## config.mk

```make
export PLATFORM = sky130hd
export DESIGN_NAME = rstseq_top
export DESIGN_NICKNAME = d
export VERILOG_FILES = /design/src/rtl/rstseq_pkg.sv /design/src/rtl/rstseq_wdog.sv /design/src/rtl/rstseq_cause.sv /design/src/rtl/rstseq_timer.sv /design/src/rtl/rstseq_top.sv
export SDC_FILE = /design/constraint.sdc
export NUM_CORES = 1
export LEC_CHECK = 0
export BUFFER_PORTS_ARGS = -buffer_cell sky130_fd_sc_hd__buf_2
export CAP_MARGIN = 15
export CORE_AREA = 5 5 68 70
export DETAILED_ROUTE_END_ITERATION = 16
export DIE_AREA = 0 0 73 75
export RECOVER_POWER = 50
export SLEW_MARGIN = 20
export SYNTH_ARGS = -nofsm -noshare
export SYNTH_HDL_FRONTEND = slang
export SYNTH_SLANG_ARGS = --single-unit
```

## constraint.sdc

```tcl
create_clock -name clk -period 2.1 [get_ports clk]
set_input_delay 0.315 -clock clk [delete_from_list [all_inputs] [get_ports clk]]
set_output_delay 0.315 -clock clk [all_outputs]
set_load 0.02 [all_outputs]
```

## src/rtl/rstseq_pkg.sv

```systemverilog
package rstseq_pkg;

    typedef enum logic [1:0] {
        SQ_RUN  = 2'd0,
        SQ_LOWV = 2'd1,
        SQ_STAB = 2'd2,
        SQ_POST = 2'd3
    } seq_state_e;

    localparam int ST_W   = 4;
    localparam int ST_POR = 0;
    localparam int ST_LVI = 1;
    localparam int ST_WDG = 2;
    localparam int ST_ILL = 3;

    localparam logic [ST_W-1:0] POR_STATUS = 4'b0011;

    typedef struct packed {
        logic ill;
        logic wdg;
        logic lvi;
        logic por;
    } cause_t;

    // Power-on wipes the flags to its fixed pattern; every other cause only ORs in its bit.
    function automatic logic [ST_W-1:0] status_next(input logic [ST_W-1:0] cur, input cause_t c);
        logic [ST_W-1:0] s;
        s = c.por ? POR_STATUS : cur;
        if (c.lvi) s[ST_LVI] = 1'b1;
        if (c.wdg) s[ST_WDG] = 1'b1;
        if (c.ill) s[ST_ILL] = 1'b1;
        return s;
    endfunction

    // The state a request sends the sequencer to; the supply-low level dominates.
    function automatic seq_state_e entry_state(input cause_t c);
        if (c.lvi)      return SQ_LOWV;
        else if (c.por) return SQ_STAB;
        else            return SQ_POST;
    endfunction

    function automatic logic req_pending(input cause_t c);
        return c.por | c.lvi | c.wdg | c.ill;
    endfunction

endpackage

```

## src/rtl/rstseq_wdog.sv

```systemverilog
module rstseq_wdog #(
    parameter int LIMIT = 1024
) (
    input  logic clk,
    input  logic rst,
    input  logic run,
    input  logic svc_wr,
    output logic ovf
);
    localparam int WW = (LIMIT > 2) ? $clog2(LIMIT) : 1;

    logic [WW-1:0] cnt;

    assign ovf = run && !svc_wr && (cnt == WW'(LIMIT - 1));

    always_ff @(posedge clk) begin
        if (rst || !run) begin
            cnt <= '0;
        end else if (svc_wr || ovf) begin
            cnt <= '0;
        end else begin
            cnt <= cnt + WW'(1);
        end
    end
endmodule

```

## src/rtl/rstseq_cause.sv

```systemverilog
module rstseq_cause
    import rstseq_pkg::*;
(
    input  logic            clk,
    input  logic            rst,
    input  logic            por_req,
    input  logic            lv_low,
    input  logic            wd_ovf,
    input  logic            ill_req,
    input  logic            run,
    output cause_t          cause,
    output logic [ST_W-1:0] status
);
    always_comb begin
        cause.por = por_req;
        cause.lvi = lv_low;
        cause.wdg = wd_ovf;
        cause.ill = ill_req && run;   // a held processor executes nothing
    end

    always_ff @(posedge clk) begin
        if (rst) begin
            status <= POR_STATUS;
        end else begin
            status <= status_next(status, cause);
        end
    end
endmodule

```

## src/rtl/rstseq_timer.sv

```systemverilog
module rstseq_timer
    import rstseq_pkg::*;
#(
    parameter int STAB_CYC = 4096,
    parameter int PIN_OFS  = 32,
    parameter int CPU_OFS  = 64
) (
    input  logic   clk,
    input  logic   rst,
    input  cause_t cause,
    output logic   rst_pin_n,
    output logic   clk_en,
    output logic   cpu_run
);
    localparam int SPAN = (STAB_CYC > CPU_OFS) ? STAB_CYC : CPU_OFS;
    localparam int CW   = $clog2(SPAN + 1);

    seq_state_e    st, st_n;
    logic [CW-1:0] cnt, cnt_n;

    always_comb begin
        st_n  = st;
        cnt_n = cnt + CW'(1);
        if (req_pending(cause)) begin
            st_n  = entry_state(cause);
            cnt_n = '0;
        end else begin
            unique case (st)
                SQ_RUN: cnt_n = '0;
                SQ_LOWV: begin
                    st_n  = SQ_STAB;
                    cnt_n = '0;
                end
                SQ_STAB: if (cnt == CW'(STAB_CYC - 1)) begin
                    st_n  = SQ_POST;
                    cnt_n = '0;
                end
                SQ_POST: if (cnt == CW'(CPU_OFS - 1)) begin
                    st_n  = SQ_RUN;
                    cnt_n = '0;
                end
                default: begin
                    st_n  = SQ_STAB;
                    cnt_n = '0;
                end
            endcase
        end
    end

    always_ff @(posedge clk) begin
        if (rst) begin
            st  <= SQ_STAB;
            cnt <= '0;
        end else begin
            st  <= st_n;
            cnt <= cnt_n;
        end
    end

    assign clk_en    = (st == SQ_RUN) || (st == SQ_POST);
    assign rst_pin_n = (st == SQ_RUN) || ((st == SQ_POST) && (cnt >= CW'(PIN_OFS)));
    assign cpu_run   = (st == SQ_RUN);
endmodule

```

## src/rtl/rstseq_top.sv

```systemverilog
module rstseq_top
    import rstseq_pkg::*;
#(
    parameter int STAB_CYC   = 4096,
    parameter int PIN_OFS    = 32,
    parameter int CPU_OFS    = 64,
    parameter int WDOG_LIMIT = 1024
) (
    input  logic            clk,
    input  logic            rst,
    input  logic            por_req,
    input  logic            lv_low,
    input  logic            wdog_wr,
    input  logic            ill_req,
    output logic            rst_pin_n,
    output logic            clk_en,
    output logic            cpu_run,
    output logic [ST_W-1:0] rst_status
);
    cause_t cause;
    logic   wd_ovf;

    rstseq_wdog #(.LIMIT(WDOG_LIMIT)) u_wdog (
        .clk    (clk),
        .rst    (rst),
        .run    (cpu_run),
        .svc_wr (wdog_wr),
        .ovf    (wd_ovf)
    );

    rstseq_cause u_cause (
        .clk     (clk),
        .rst     (rst),
        .por_req (por_req),
        .lv_low  (lv_low),
        .wd_ovf  (wd_ovf),
        .ill_req (ill_req),
        .run     (cpu_run),
        .cause   (cause),
        .status  (rst_status)
    );

    rstseq_timer #(
        .STAB_CYC (STAB_CYC),
        .PIN_OFS  (PIN_OFS),
        .CPU_OFS  (CPU_OFS)
    ) u_timer (
        .clk       (clk),
        .rst       (rst),
        .cause     (cause),
        .rst_pin_n (rst_pin_n),
        .clk_en    (clk_en),
        .cpu_run   (cpu_run)
    );
endmodule

```

==> flow_summary_export.csv <==
group,metric,value,unit
global_routing,grt_pass1_wl,4410,um
cells_and_area,fill_cells,425,
placed_design,io_buffers,10,
yosys,synthArstFlopShare,0,%
global_routing,grt_max_degree,17,
yosys,yosys-top-cells-area,"dfxtp_1 40%, ha_1 7.5%, xor2_1 7.2%",
critical_path,path_buf_inv,0,
yosys,synth_top_cell_by_area,"dfxtp_1",
timing,hold_viol_final,0,
route,route.detailed.drc,0,
yosys,yosysSeqAreaShare,40.3,%
yosys,yosys.cell_types.count,32,
clock_tree,htree_levels,1,
timing,fin_setup_tns,0,ns
clock_tree,clkSinkCount,27,
route,vias,1061,
global_routing,antenna_found_initial,0,
yosys,synth-adder-area-share,7.47,%
placed_design,placed_area,1460,sq um
timing,setup_ws,0.108,ns
timing,finalCritPeriodShare,94.8,%
cells_and_area,seq_area,541,sq um
route,dr.first_iter.drc_count,25,
route,wirelength,2680,um
placed_design,place.gp.congestion,0.903,
critical_path,crit_fanout,4,
route,ant_nets,0,
clock_tree,cts_buffers,3,
hold_path,hp-class,"input port to flop",
critical_path,endpoint_kind,"flop",
global_routing,grt-ovfl-total,0,
yosys,synth_common_cells,"27 x dfxtp_1, 23 x nor2_1, 11 x xor2_1, 10 x nand2_1",
yosys,synth_top_area_share,40.3,%
timing,period_needed,1.99,ns
yosys,synth-edff-count,0,
flow_run,maxCapViolations,0,
route,vias_per_cell,4.93,
clock_tree,root_buffer,"clkbuf_8",
yosys,synth.avg_cell_area,8.93,sq um
floorplan,die_w,73,um
global_routing,gr-usage-met2,17.6,%
global_routing,grt_pass1_vias,1065,
critical_path,critPathMaxStageDelay,0.56,ns
critical_path,cp_cell_sequence,"or4_4, o41ai_4, o211ai_2, a311o_1",
clock_tree,cts_tree,"yes",
placed_design,dp_worst_setup_slack,0.0249,ns
floorplan,die_h,75,um
yosys,synth_compound_area_share,12.0,%
pwr,power.density,611,nW/um^2
floorplan,num_rows,23,
critical_path,cpMaxStageDelayCell,"or4_4",
global_routing,grtUsageMet1,11.6,%
floorplan,core,3910,sq um
global_routing,track_usage,10.2,%
outcome,run_status,"finished clean",
global_routing,busiest_layer,"met2",
clock_tree,clk_latency,0.28,ns
placed_design,hpwl,2010,um
yosys,syn_area,1340,sq um
global_routing,use_met3,2.27,%
floorplan,initial_core_util,34.2,%
critical_path,critical_path.top_delay_family,"compound AO/OA/AOI/OAI gates",
yosys,synth_xor_area_share,10.5,%
timing,slew_violations,0,
clock_tree,clk_pin_slew_worst_paths,0.10,ns
yosys,ys.flop_type,"dfxtp_1",
yosys,synth-simple-area-share,25.6,%
timing,final.setup_skew,0.0155,ns
yosys,synth_top_family_by_area,"simple AND/OR/NAND/NOR gates",
critical_path,reg2reg_slack,0.11,ns
cells_and_area,multi_input_area,758,sq um
cells_and_area,stdcell_area,1500,sq um
yosys,ys.warnings.count,0,
cells_and_area,drive_gt1_share,11.5,%
critical_path,crit_type,"flop to flop",
yosys,synthMostInstantiatedCell,"dfxtp_1",
timing,clock.fmax,502,MHz
critical_path,arrival,2.17,ns
timing,rsz0062_at_grt,"no",
route,wl_per_cell,12.5,um
yosys,synth_seq_cells,27,
pwr,vdd_drop_max,0.000276,V
yosys,netlist_instances,150,
pwr,p_leak,0.547,nW
clock_tree,cts_setup_buffers,0,
floorplan,num_io_pins,13,
critical_path,critical_path_required,2.28,ns
cells_and_area,final_nets,180,
route,first_pass_iters,4,
timing,finalSetupViolations,0,
cells_and_area,area_delta_synth_final,12.2,%
cells_and_area,antenna_cells,0,
clock_tree,clock_path_buffers,2,
yosys,synth_mux_area_share,0,%
critical_path,start_kind,"flop",
floorplan,die-area,5480,sq um
power by group:
part	switching, W	internal [W]	total, W
Clock	0.000170	0.000135	0.000304
Combinational	0.0000557	0.0000343	0.0000900
Sequential	0.00000723	0.000518	0.000525
Total	0.000233	0.000687	0.000919
area by class of cell:
type,instances,area share (%)
clock inverters,1,0.499
well taps,50,4.16
inverters,8,2.00
flip-flops and latches,27,35.9
multi-input cells,113,50.4
clock buffers,3,2.75
repair buffers,13,4.24
final timing paths:
check,startpoint,end,cells after the start
worst max-delay path,u_timer.cnt[11],u_timer.st[1],4
worst min-delay path,rst,u_cause.status[2],2
worst max register to register,u_timer.cnt[11],u_timer.st[1],4
worst min register to register,u_wdog.cnt[0],u_wdog.cnt[0],1
state kept, by name (all words and copies together) (netlist names):
name,count
u_timer.cnt,13
u_wdog.cnt,10
u_cause.status,2
u_timer.st,2
what timing repair did:
item | CTS | global route
setup endpoints to repair | 0 | 12
hold buffers | 0 | 0
gates resized for setup | 0 | 3
cell families (layout without fill, tap and decap cells):
logic type | after synthesis | in the layout
AOI/OAI and AO/OA | 20 | 20
xor gates and xnor gates | 16 | 16
adders and majority gates | 8 | 8
buffers and inverters | 11 | 25
DFF | 27 | 27
other | 1 | 2
and+or+nand+nor | 67 | 67
through the flow:
| stage | std cells | hold slack [ns] | total power (W) | utilization (%) |
|---|---|---|---|---|
| after floorplan | 151 | 0.384 | 0.000599 | - |
| after global placement | 211 | 0.436 | 0.000624 | 37.2 |
| after detailed placement | 211 | 0.444 | 0.000627 | 37.2 |
| after CTS | 215 | 0.260 | 0.000934 | 38.5 |
| after global routing | 215 | 0.281 | 0.000958 | 38.4 |
| final | 215 | 0.267 | 0.000919 | 38.4 |
layer usage:
| metal | share of wire [%] | up-vias |
|---|---|---|
| li1 | - | 544 |
| met5 | 0 | - |
| met3 | 1.8 | 4 |
| met1 | 46 | 508 |
| met4 | 1.6 | 0 |
| met2 | 51 | 5 |
layout by cell type (no fill, tap or decap), types with 6 or more instances in the layout:
master and n:
buf_2 6, ha_1 8, xor2_1 11, a21oi_1 6, nor2_1 23, nand2_1 9, dfxtp_1 27, inv_1 8
nand3_1 6
Note: power is estimated with default switching activity, not from simulation.
